<file path="config.mk">
export PLATFORM = sky130hd
export DESIGN_NAME = ltt_tick_timer
export DESIGN_NICKNAME = d
export VERILOG_FILES = /design/src/rtl/ltt_pkg.sv /design/src/rtl/ltt_ctrl.sv /design/src/rtl/ltt_count.sv /design/src/rtl/ltt_flag.sv /design/src/rtl/ltt_tick_timer.sv
export SDC_FILE = /design/constraint.sdc
export NUM_CORES = 1
export LEC_CHECK = 0
export CAP_MARGIN = 20
export CELL_PAD_IN_SITES_DETAIL_PLACEMENT = 0
export CELL_PAD_IN_SITES_GLOBAL_PLACEMENT = 1
export CORE_UTILIZATION = 30
export CTS_BUF_LIST = sky130_fd_sc_hd__clkbuf_8
export CTS_CLUSTER_DIAMETER = 60
export CTS_CLUSTER_SIZE = 8
export DETAILED_ROUTE_END_ITERATION = 6
export GPL_ROUTABILITY_DRIVEN = 0
export PLACE_DENSITY_LB_ADDON = 0.1
export REMOVE_ABC_BUFFERS = 1
export SYNTH_ARGS = -nofsm -noshare
export SYNTH_HDL_FRONTEND = slang
export SYNTH_HIERARCHICAL = 1
export SYNTH_SLANG_ARGS = --single-unit
</file>
<file path="constraint.sdc">
create_clock -name clk -period 2.9 [get_ports clk]
set_clock_uncertainty 0.15 [all_clocks]
set_input_delay 0.435 -clock clk [delete_from_list [all_inputs] [get_ports clk]]
set_output_delay 0.435 -clock clk [all_outputs]
set_load 0.02 [all_outputs]
</file>
<file path="src/rtl/ltt_pkg.sv">
package ltt_pkg;

    typedef enum logic [1:0] {
        ST_RUN    = 2'd0,
        ST_ADD    = 2'd1,
        ST_SETTLE = 2'd2
    } ltt_state_t;

endpackage

</file>
<file path="src/rtl/ltt_ctrl.sv">
module ltt_ctrl
    import ltt_pkg::*;
#(
    parameter int NBYTES   = 2,
    parameter int HALT_CYC = 7
) (
    input  logic                  clk,
    input  logic                  rst_n,
    input  logic                  cyc_en,
    input  logic                  run,
    input  logic                  reload_req,
    output logic                  inc_en,
    output logic                  add_en,
    output logic                  accept,
    output logic [((NBYTES > 1) ? $clog2(NBYTES) : 1)-1:0] lane_idx
);

    localparam int LANE_W = (NBYTES > 1) ? $clog2(NBYTES) : 1;
    localparam int HC_W   = $clog2(HALT_CYC);

    ltt_state_t      state_q, state_d;
    logic [HC_W-1:0] hc_q;

    // state register
    always_ff @(posedge clk or negedge rst_n) begin
        if (!rst_n) state_q <= ST_RUN;
        else        state_q <= state_d;
    end

    // halted machine-cycle counter
    always_ff @(posedge clk or negedge rst_n) begin
        if (!rst_n)                             hc_q <= '0;
        else if (accept)                        hc_q <= '0;
        else if (state_q != ST_RUN && cyc_en)   hc_q <= hc_q + HC_W'(1);
    end

    // next state
    always_comb begin
        state_d = state_q;
        unique case (state_q)
            ST_RUN:    if (reload_req)
                           state_d = ST_ADD;
            ST_ADD:    if (cyc_en && hc_q == HC_W'(NBYTES - 1))
                           state_d = ST_SETTLE;
            ST_SETTLE: if (cyc_en && hc_q == HC_W'(HALT_CYC - 1))
                           state_d = ST_RUN;
            default:   state_d = ST_RUN;
        endcase
    end

    // outputs
    always_comb begin
        inc_en   = 1'b0;
        add_en   = 1'b0;
        accept   = 1'b0;
        lane_idx = hc_q[LANE_W-1:0];
        unique case (state_q)
            ST_RUN: begin
                inc_en = run && cyc_en;
                accept = reload_req;
            end
            ST_ADD:    add_en = cyc_en;
            ST_SETTLE: ;
            default:   ;
        endcase
    end


    accept_to_add_chk: assert property (@(posedge clk) disable iff (!rst_n)
        accept |=> state_q == ST_ADD);


    add_lane_range_chk: assert property (@(posedge clk) disable iff (!rst_n)
        state_q == ST_ADD |-> hc_q < HC_W'(NBYTES));


    settle_exit_chk: assert property (@(posedge clk) disable iff (!rst_n)
        (state_q == ST_SETTLE && cyc_en && hc_q == HC_W'(HALT_CYC - 1))
        |=> state_q == ST_RUN);


    no_reaccept_chk: assert property (@(posedge clk) disable iff (!rst_n)
        state_q != ST_RUN |-> !accept);

endmodule

</file>
<file path="src/rtl/ltt_count.sv">
module ltt_count #(
    parameter int CNT_W  = 16,
    parameter int BYTE_W = 8
) (
    input  logic              clk,
    input  logic              rst_n,
    input  logic              inc_en,
    input  logic              add_en,
    input  logic              accept,
    input  logic [((CNT_W/BYTE_W > 1) ? $clog2(CNT_W/BYTE_W) : 1)-1:0] lane_idx,
    input  logic [CNT_W-1:0]  reload_val,
    output logic [CNT_W-1:0]  count,
    output logic              wrap
);

    localparam int NBYTES = CNT_W / BYTE_W;
    localparam int LANE_W = (NBYTES > 1) ? $clog2(NBYTES) : 1;

    logic [CNT_W-1:0]              count_q, count_d;
    logic                          carry_q, carry_d;
    logic [NBYTES-1:0][BYTE_W:0]   lane_sum;

    // one adder per byte lane, each fed by the stored carry
    for (genvar g = 0; g < NBYTES; g++) begin : g_lane
        assign lane_sum[g] = {1'b0, count_q[g*BYTE_W +: BYTE_W]}
                           + {1'b0, reload_val[g*BYTE_W +: BYTE_W]}
                           + (BYTE_W+1)'(carry_q);
    end

    always_comb begin
        count_d = count_q;
        carry_d = carry_q;
        if (accept) carry_d = 1'b0;
        if (inc_en) begin
            count_d = count_q + CNT_W'(1);
        end else if (add_en) begin
            for (int l = 0; l < NBYTES; l++) begin
                if (lane_idx == LANE_W'(l)) begin
                    count_d[l*BYTE_W +: BYTE_W] = lane_sum[l][BYTE_W-1:0];
                    carry_d                     = lane_sum[l][BYTE_W];
                end
            end
        end
    end

    always_ff @(posedge clk or negedge rst_n) begin
        if (!rst_n) begin
            count_q <= '0;
            carry_q <= 1'b0;
        end else begin
            count_q <= count_d;
            carry_q <= carry_d;
        end
    end

    assign count = count_q;
    assign wrap  = inc_en && (&count_q);


    hold_when_idle_chk: assert property (@(posedge clk) disable iff (!rst_n)
        (!inc_en && !add_en) |=> $stable(count_q));


    wrap_to_zero_chk: assert property (@(posedge clk) disable iff (!rst_n)
        wrap |=> count_q == '0);


    carry_clear_chk: assert property (@(posedge clk) disable iff (!rst_n)
        accept |=> !carry_q);

endmodule

</file>
<file path="src/rtl/ltt_flag.sv">
module ltt_flag (
    input  logic clk,
    input  logic rst_n,
    input  logic wrap,
    input  logic accept,
    output logic flag,
    output logic tick
);

    logic flag_q, tick_q;

    always_ff @(posedge clk or negedge rst_n) begin
        if (!rst_n) begin
            flag_q <= 1'b0;
            tick_q <= 1'b0;
        end else begin
            tick_q <= wrap;
            if (wrap)        flag_q <= 1'b1;
            else if (accept) flag_q <= 1'b0;
        end
    end

    assign flag = flag_q;
    assign tick = tick_q;


    wrap_sets_chk: assert property (@(posedge clk) disable iff (!rst_n)
        wrap |=> (flag_q && tick_q));


    accept_clears_chk: assert property (@(posedge clk) disable iff (!rst_n)
        (accept && !wrap) |=> !flag_q);


    flag_sticky_chk: assert property (@(posedge clk) disable iff (!rst_n)
        (!wrap && !accept) |=> $stable(flag_q));


    tick_single_chk: assert property (@(posedge clk) disable iff (!rst_n)
        tick_q |=> !tick_q);

endmodule

</file>
<file path="src/rtl/ltt_tick_timer.sv">
module ltt_tick_timer #(
    parameter int CNT_W    = 16,
    parameter int BYTE_W   = 8,
    parameter int HALT_CYC = 7
) (
    input  logic             clk,
    input  logic             rst_n,
    input  logic             cyc_en,
    input  logic             run,
    input  logic             reload_req,
    input  logic [CNT_W-1:0] reload_val,
    output logic             ovf_flag,
    output logic [CNT_W-1:0] count,
    output logic             tick
);

    localparam int NBYTES = CNT_W / BYTE_W;
    localparam int LANE_W = (NBYTES > 1) ? $clog2(NBYTES) : 1;

    logic              inc_en, add_en, accept, wrap;
    logic [LANE_W-1:0] lane_idx;

    ltt_ctrl #(
        .NBYTES   (NBYTES),
        .HALT_CYC (HALT_CYC)
    ) ctrl_i (
        .clk        (clk),
        .rst_n      (rst_n),
        .cyc_en     (cyc_en),
        .run        (run),
        .reload_req (reload_req),
        .inc_en     (inc_en),
        .add_en     (add_en),
        .accept     (accept),
        .lane_idx   (lane_idx)
    );

    ltt_count #(
        .CNT_W  (CNT_W),
        .BYTE_W (BYTE_W)
    ) count_i (
        .clk        (clk),
        .rst_n      (rst_n),
        .inc_en     (inc_en),
        .add_en     (add_en),
        .accept     (accept),
        .lane_idx   (lane_idx),
        .reload_val (reload_val),
        .count      (count),
        .wrap       (wrap)
    );

    ltt_flag flag_i (
        .clk    (clk),
        .rst_n  (rst_n),
        .wrap   (wrap),
        .accept (accept),
        .flag   (ovf_flag),
        .tick   (tick)
    );


    run_low_freeze_chk: assert property (@(posedge clk) disable iff (!rst_n)
        (!run && !add_en) |=> $stable(count));

endmodule

</file>
; ---- After elaboration in Yosys (flattened, before gate mapping)
; Index checks and enable logic that the tools add are counted.
[totals]
ff_bits = 24
output_inout_bits = 18
word_cells = 55
[classes]
addsub = 6
eq_ne = 8
n_mux = 19
reduce_logical = 15
[ops]
columns = op, count
row1 = 16-bit two-way mux, 2
row2 = 8-bit by 8-bit adder with 9-bit output, 2
row3 = 9-bit by 1-bit adder with 9-bit output, 2
row4 = "16-bit by 1-bit adder with 16-bit output, second input constant", 1
row5 = 8-bit two-way mux, 2
row6 = 16-bit AND reduction, 1
row7 = 2-bit nonzero test, 5
row8 = 1-bit two-way mux, 9
row9 = 2-bit two-way mux, 3
row10 = 3-bit two-way mux, 2
row11 = "2-bit by 1-bit inequality test with 1-bit output, second input constant", 3
row12 = 2-bit one-hot mux with 3 select lines, 1
row13 = 1-bit logical AND, 5
row14 = 2-bit AND reduction, 2
row15 = "3-bit by 1-bit adder with 3-bit output, second input constant", 1
row16 = "3-bit by 1-bit equality test with 1-bit output, second input constant", 1
row17 = "3-bit equality test, second input constant", 1
row18 = 3-bit AND reduction, 1
row19 = "2-bit by 1-bit equality test with 1-bit output, second input constant", 1
row20 = "2-bit equality test, second input constant", 1
row21 = 2-bit logical NOT, 1
row22 = "2-bit inequality test, second input constant", 1

; ---- Longest topological paths before layout
; Gate-level depths: netlist of the first run.
[logic_depth]
depth_word = 5
ltp_mapped = 9

; ---- Modules after synthesis
; The synthesis of the first run kept the hierarchy.
[by_module_without_submodules]
columns = mod, n_inst, cells_per_inst, area_each_um2, seq_area_each_um2
row1 = ltt_count, 1, 196, 1689.1, 425.4
row2 = ltt_ctrl, 1, 33, 317.8, 125.1
row3 = ltt_flag, 1, 4, 61.3, 50.0

; ---- Worst setup path before layout of the first run
; OpenSTA, ideal clock, no wires.
[synth_path]
path_kind = register -> register
from = reg count_i.count_q[8] (netlist: count_i/count[8])
to = reg count_i.count_q[14] (netlist: count_i/count[14])
arrival_ns = 1.972
slack_ns = 0.655
path_stages_with_launch = 9
n_path_buf = 0
period_less_slack_ns = 2.245
cell_sequence = dfrtp_1 > fa_1 > inv_1 > fa_1 > nor2b_1 > o31ai_1 > a21oi_1 > xor2_1 > o221a_1
[synth_between]
elab_chain_len = 5
word_cells_on_any_way = 6
[synth_lines]
columns = element, line_no
row1 = start: declaration, ltt_count.sv:19  ; logic [CNT_W-1:0] count_q, count_d;
row2 = start signal: assignment, ltt_count.sv:51  ; count_q <= count_d;
row3 = 8-bit by 8-bit adder with 9-bit output, ltt_count.sv:26  ; + {1'b0, reload_val[g*BYTE_W +: BYTE_W]}
row4 = 9-bit by 1-bit adder with 9-bit output, ltt_count.sv:27  ; + (BYTE_W+1)'(carry_q);
row5 = 8-bit two-way mux, ltt_count.sv:38  ; if (lane_idx == LANE_W'(l)) begin
row6 = 16-bit two-way mux, ltt_count.sv:36  ; end else if (add_en) begin
row7 = 16-bit two-way mux (*), ltt_count.sv:34  ; if (inc_en) begin
; Every way passes the cells marked *; elsewhere a longest branch is shown, timed or not. The select of a mux whose other input is x is not followed.
; A chain may end at the register's enable or synchronous reset.

; ---- Final worst setup path of the first run
[layout_path]
from = in reload_val[8]
to = reg count_i.count_q[14] (netlist: count_i/count[14])
[layout_between]
elab_chain_len = 5
[layout_lines]
columns = element, line_no
row1 = start: declaration, ltt_tick_timer.sv:11  ; input logic [CNT_W-1:0] reload_val,
row2 = 8-bit by 8-bit adder with 9-bit output, ltt_count.sv:26
row3 = 9-bit by 1-bit adder with 9-bit output, ltt_count.sv:27
row4 = 8-bit two-way mux, ltt_count.sv:38
row5 = 16-bit two-way mux, ltt_count.sv:36
row6 = 16-bit two-way mux, ltt_count.sv:34
; Every way passes these cells. The select of a mux whose other input is x is not followed.

==> results.py, run 1 <==
metrics = {
    "status": {
        "status": "finished, final reports clean",
    },
    "synth": {
        "postSynthCellCount": 233,
        "synth_flop_cell": "dfrtp_1",
        "synth-warning-count": 6,
        "yosys.area.top_type": "dfrtp_1",
        "synth_area_leaders": "dfrtp_1, ha_1, a21oi_1",
        "synth.distinct_cells": 58,
        "syn_area_um2": 2068,
        "synth-seq-cells": 24,
        "synth-edff-count": 0,
        "synth_top_area_share_pct": 29.04,
        "syn_avg_cell_area_um2": 8.877,
        "synthArstFlopShare_pct": 100.0,
        "ys_seq_area_share_pct": 29.04,
    },
    "critical_path": {
        "rrSetupSlack_ns": 0.51,
        "critPathCaptureType": "register",
        "cp.required_ns": 2.92,
        "crit_fanout": 3,
        "reg2regPathDepth": 8,
        "rr_startpoint": "count_i/count[8]$_DFFE_PN0P_",
        "worstReg2RegEnd": "count_i/count[14]$_DFFE_PN0P_",
        "critPathArrivalTime_ns": 2.56,
        "cp-start-kind": "primary input",
        "worstSetupPathType": "primary input to register",
    },
    "sta": {
        "final.setup.tns_ns": 0,
        "relSlewSlack_pct": 72.42,
        "slew_violations": 0,
        "layout_setup_ws_ns": 0.3664,
        "setup-violations-final": 0,
        "worst_pin_slew_ns": 0.4121,
        "finalCritPeriodShare_pct": 87.36,
        "max_freq_mhz": 394.7,
        "rsz0062_at_grt": "no",
        "fin_crit_ns": 2.534,
        "finalHoldViolCount": 0,
    },
    "pwr": {
        "comb_power_share_pct": 60.7,
        "switchingPower_mw": 1.266,
        "power_frac_seq_pct": 27.9,
        "ir_worst_vdd_v": 0.0005101,
        "p_per_area_nw_per_um2": 1018,
        "cellLeakagePower_nw": 1.091,
        "pwr-share-clk_pct": 11.5,
        "finalPower_mw": 2.706,
        "p_int_mw": 1.440,
        "switching_share_pct": 46.78,
    },
    "global_route": {
        "antenna_found_initial": 0,
        "grt_overflow_total": 0,
        "grt_start_max_net_pins": 25,
        "grt_pass1_vias": 1850,
        "track_usage_pct": 16.31,
        "grt_pass1_wl_um": 9377,
    },
    "die": {
        "ios": 39,
        "die_w_um": 85.03,
        "std_cell_rows": 29,
        "start_util_pct": 31.84,
        "core_um2": 6495,
        "dieHeight_um": 85.03,
        "die_area_um2": 7230,
    },
    "finish": {
        "postLayoutCoreUtil_pct": 40.94,
        "layout-drive-gt1-share_pct": 8.602,
        "num-fill-cells": 661,
        "multi_input_area_um2": 1379,
        "num_antenna_cells": 0,
        "synthToLayoutAreaGrowth_pct": 28.55,
        "seqCellArea_um2": 600.6,
        "nNetsFinal": 323,
        "design_area_um2": 2659,
    },
    "route": {
        "dr.pass1.iters": 4,
        "wl_per_cell_um": 15.68,
        "route.detailed.drc": 0,
        "drtAntennaViolNets": 0,
        "vias_per_cell": 5.331,
        "drt_iter0_markers": 96,
        "wirelength_um": 5581,
        "num_vias": 1898,
    },
    "cts": {
        "cts_buffer_depth": 2,
        "postCtsHoldBufs": 0,
        "clock_latency_ns": 0.28,
        "cts_tree": "yes",
        "postCtsSetupRepairBufs": 0,
        "clock-root-buffer": "clkbuf_8",
        "cts.htree.levels": 1,
        "numCtsBuffers": 3,
        "cts_resized": 0,
        "clock_sinks": 24,
        "cts.clk_slew.worst_paths_ns": 0.10,
    },
    "min_path": {
        "worstHoldPathCells": 1,
        "hold_end": "flag_i/flag$_DFFE_PN0P_",
        "hold_path_class": "register to register",
        "min_from": "flag_i/flag$_DFFE_PN0P_",
    },
    "place": {
        "port_buffers": 38,
        "dpl_cell_area_um2": 2587,
        "place_worst_setup_slack_ns": 0.07854,
        "post-dp-hpwl_um": 4273,
    },
    "run": {
        "cap_viol_max_count": 0,
    },
}
==> power by group through the flow <==
stage | clock network, mW | registers (mW) | logic (mW)
2_1_floorplan | 0 | 0.820 | 1.00
3_3_place_gp | 0 | 0.767 | 1.65
3_5_place_dp | 0 | 0.762 | 1.65
4_1_cts | 0.322 | 0.756 | 1.66
5_1_grt | 0.335 | 0.789 | 1.84
6_report | 0.311 | 0.754 | 1.64
==> cell usage in the layout (no fill, tap or decap), types with 7 or more instances in the layout <==
cell / count
clkdlybuf4s50_1: 38
dfrtp_1: 24
ha_1: 18
nand2_1: 17
nor2_1: 17
a21oi_1: 17
inv_1: 13
buf_4: 10
o21ai_0: 9
xor2_1: 8
nand3_1: 7
==> kinds of logic after synthesis <==
kind of cell / after synthesis / share of synthesized area, %
AOI/OAI and AO/OA: 80 / 26.92
adders and majority gates: 22 / 14.76
buffers and inverters: 21 / 4.295
and+or+nand+nor: 73 / 19.30
DFF: 24 / 29.04
muxes: 2 / 1.028
xor gates and xnor gates: 11 / 4.659
==> state kept, by name (all words and copies together) (netlist names) <==
| register | flops |
|---|---|
| count_i/carry_q | 1 |
| flag_i/tick | 1 |
| flag_i/flag | 1 |
| count_i/count | 16 |
| ctrl_i/hc_q | 3 |
| ctrl_i/state_q | 2 |
==> metrics by stage <==
step,instances,hold slack [ns]
after CTS,356,0.3535
after global placement,352,0.3213
after floorplan,227,-0.01059
after global routing,356,0.3689
final,356,0.3448
after detailed placement,352,0.3263
==> routing by layer <==
metal	vias to the layer above	global-route usage [%]	part of all wire, %	routed length, um
li1	970	-	-	-
met1	885	25.32	54	2987
met2	41	23.75	42	2326
met3	2	3.307	4.5	249
met4	0	1.849	0.34	19
met5	-	0	0	0
==> synthesized netlist by cell type (3+ instances only) <==
cell      count
dfrtp_1      24
ha_1         18
a21oi_1      17
nand2_1      17
nor2_1       17
inv_1        13
o21ai_0       9
xor2_1        8
nand3_1       7
nand4_1       6
o21ai_1       6
a211oi_1      5
o21a_1        5
a21o_1        4
a311oi_1      4
fa_1          4
nor3_1        4
a31oi_1       3
and3_1        3
clkbuf_1      3
nor2b_1       3
o21bai_1      3
o22ai_1       3
xnor2_1       3
==> worst max path at each step <==
stage                                             from                            end  cells past startpoint
after floorplan           count_i/count[8]$_DFFE_PN0P_  count_i/count[14]$_DFFE_PN0P_                      8
after global placement                   reload_val[8]  count_i/count[14]$_DFFE_PN0P_                      9
after detailed placement                 reload_val[8]  count_i/count[14]$_DFFE_PN0P_                      9
after CTS                                reload_val[8]  count_i/count[14]$_DFFE_PN0P_                      9
after global routing                     reload_val[8]  count_i/count[15]$_DFFE_PN0P_                      7
final                                    reload_val[8]  count_i/count[14]$_DFFE_PN0P_                      9
==> layout make-up <==
cell class	instances	share of cell area, %
clock buffers	3	1.553
multi-input cells	188	51.86
clock inverters	1	1.129
inverters	15	2.118
flip-flops and latches	24	22.59
repair buffers	48	17.13
well taps	77	3.624
==> critical path, stage by stage <==
cell	delay, ns
clkdlybuf4s50_1	0.44
fa_1	0.49
inv_1	0.09
fa_1	0.21
nor2b_1	0.07
o31ai_1	0.28
a21oi_1	0.15
xor2_1	0.16
o221a_1	0.23
No activity file was read; power rests on OpenSTA's default activity.
==> run 2: changes to the inputs <==
clock period = 2.95 ns   (was 2.9 ns; I/O delays follow)
==> results.py, run 2 (synthesized netlist as in run 1, its figures left out) <==
metrics = {
    "die": {
        "die_w_um": 85.03,
        "std_cell_rows": 29,
        "start_util_pct": 31.84,
        "ios": 39,
        "core_um2": 6495,
        "die_area_um2": 7230,
        "dieHeight_um": 85.03,
    },
    "critical_path": {
        "cp-start-kind": "primary input",
        "critPathCaptureType": "register",
        "cp.required_ns": 2.97,
        "crit_fanout": 3,
        "worstSetupPathType": "primary input to register",
        "critPathArrivalTime_ns": 2.55,
    },
    "place": {
        "post-dp-hpwl_um": 4215,
        "dpl_cell_area_um2": 2557,
        "place_worst_setup_slack_ns": 0.1207,
        "port_buffers": 38,
    },
    "route": {
        "drt_iter0_markers": 104,
        "top_layer_used": "met4",
        "drtAntennaViolNets": 0,
        "routed-wl-met2_um": 2314,
        "route.detailed.drc": 0,
        "wl_per_cell_um": 15.89,
        "wirelength_um": 5595,
        "met1_length_um": 3048,
        "dr_wl_met3_um": 213,
        "num_vias": 1870,
        "vias_per_cell": 5.313,
        "dr.pass1.iters": 4,
    },
    "sta": {
        "final.setup.tns_ns": 0,
        "layout_setup_ws_ns": 0.4151,
        "finalHoldViolCount": 0,
        "slew_violations": 0,
        "max_freq_mhz": 394.5,
        "setup-violations-final": 0,
        "relSlewSlack_pct": 64.08,
        "finalCritPeriodShare_pct": 85.93,
        "rsz0062_at_grt": "no",
        "worst_pin_slew_ns": 0.5388,
        "fin_crit_ns": 2.535,
    },
    "global_route": {
        "grt_overflow_total": 0,
        "grt_pass1_wl_um": 9390,
        "grt_pass1_vias": 1803,
        "antenna_found_initial": 0,
        "grt_start_max_net_pins": 25,
        "track_usage_pct": 16.51,
    },
    "cts": {
        "clock_sinks": 24,
        "cts.htree.levels": 1,
        "cts_resized": 0,
        "clock_latency_ns": 0.27,
        "cts_tree": "yes",
        "postCtsSetupRepairBufs": 0,
        "cts_buffer_depth": 2,
        "cts.clk_slew.worst_paths_ns": 0.09,
        "postCtsHoldBufs": 0,
        "clock-root-buffer": "clkbuf_8",
        "numCtsBuffers": 3,
    },
    "finish": {
        "synthToLayoutAreaGrowth_pct": 26.32,
        "layout-drive-gt1-share_pct": 7.273,
        "final_common_cell": "clkdlybuf4s50_1",
        "mostFrequentLayoutCells": "clkdlybuf4s50_1, dfrtp_1, ha_1",
        "num-fill-cells": 668,
        "num_antenna_cells": 0,
        "largest_reg_flops": 16,
        "nNetsFinal": 319,
        "design_area_um2": 2613,
    },
    "pwr": {
        "switchingPower_mw": 1.239,
        "p_int_mw": 1.344,
        "pwr-share-clk_pct": 9.2,
        "ir_worst_vdd_v": 0.0004212,
        "cellLeakagePower_nw": 1.067,
        "comb_power_share_pct": 62.1,
        "power_frac_seq_pct": 28.7,
        "switching_share_pct": 47.96,
        "p_per_area_nw_per_um2": 988.9,
    },
    "run": {
        "cap_viol_max_count": 0,
    },
    "status": {
        "status": "finished, final reports clean",
    },
    "min_path": {
        "hold_path_class": "register to register",
    },
}
[run 2: final cells by class]
cell class	instances	area (um^2)	share of cell area, %
multi-input combinational	188	1379	52.78
sequential	24	600.6	22.99
timing repair buffer	44	425.4	16.28
tap	77	96.34	3.688
inverter	15	56.30	2.155
clock buffer	4	55.05	2.107
[run 2: metrics by stage]
stage          power [mW]  util [%]  std cells  hold slack, ns
6_report            2.584     40.22        352          0.3400
5_1_grt             2.838     40.22        352          0.3676
4_1_cts             2.608     40.22        352          0.3502
3_5_place_dp        2.348     39.38        348          0.3263
3_3_place_gp        2.368     39.38        348          0.3174
2_1_floorplan       1.790         -        227       -0.003091
[run 2: worst max-delay path: stages]
cell             delay (ns)
clkdlybuf4s50_1        0.45
fa_1                   0.48
inv_1                  0.09
fa_1                   0.21
nor2b_1                0.07
o31ai_1                0.28
a21oi_1                0.15
xor2_1                 0.16
o221a_1                0.23
[run 2: power by group through the flow]
stage | Clock [mW] | Combinational (mW) | Sequential, mW
6_report | 0.237 | 1.60 | 0.741
3_5_place_dp | 0 | 1.60 | 0.748
4_1_cts | 0.251 | 1.62 | 0.742
2_1_floorplan | 0 | 0.984 | 0.806
3_3_place_gp | 0 | 1.62 | 0.752
5_1_grt | 0.266 | 1.79 | 0.779
[run 2: layer usage]
metal  up-vias  track usage, %
met5         -               0
met4         0           1.849
met1       871           25.36
met2        35           24.71
li1        962               -
met3         2           2.918
[run 2: path summary, 6_finish.rpt]
kind	start	end	slack, ns	cells after the start
setup / recovery	reload_val[8]	count_i/count[14]$_DFFE_PN0P_	0.42	9
hold / removal	flag_i/flag$_DFFE_PN0P_	flag_i/flag$_DFFE_PN0P_	0.34	1
setup reg to reg	count_i/count[8]$_DFFE_PN0P_	count_i/count[14]$_DFFE_PN0P_	0.58	8
hold reg to reg	flag_i/flag$_DFFE_PN0P_	flag_i/flag$_DFFE_PN0P_	0.34	1
max in group asynchronous	rst_n	ctrl_i/hc_q[0]$_DFFE_PN0P_	2.01	2
min in group asynchronous	rst_n	count_i/count[3]$_DFFE_PN0P_	0.38	2
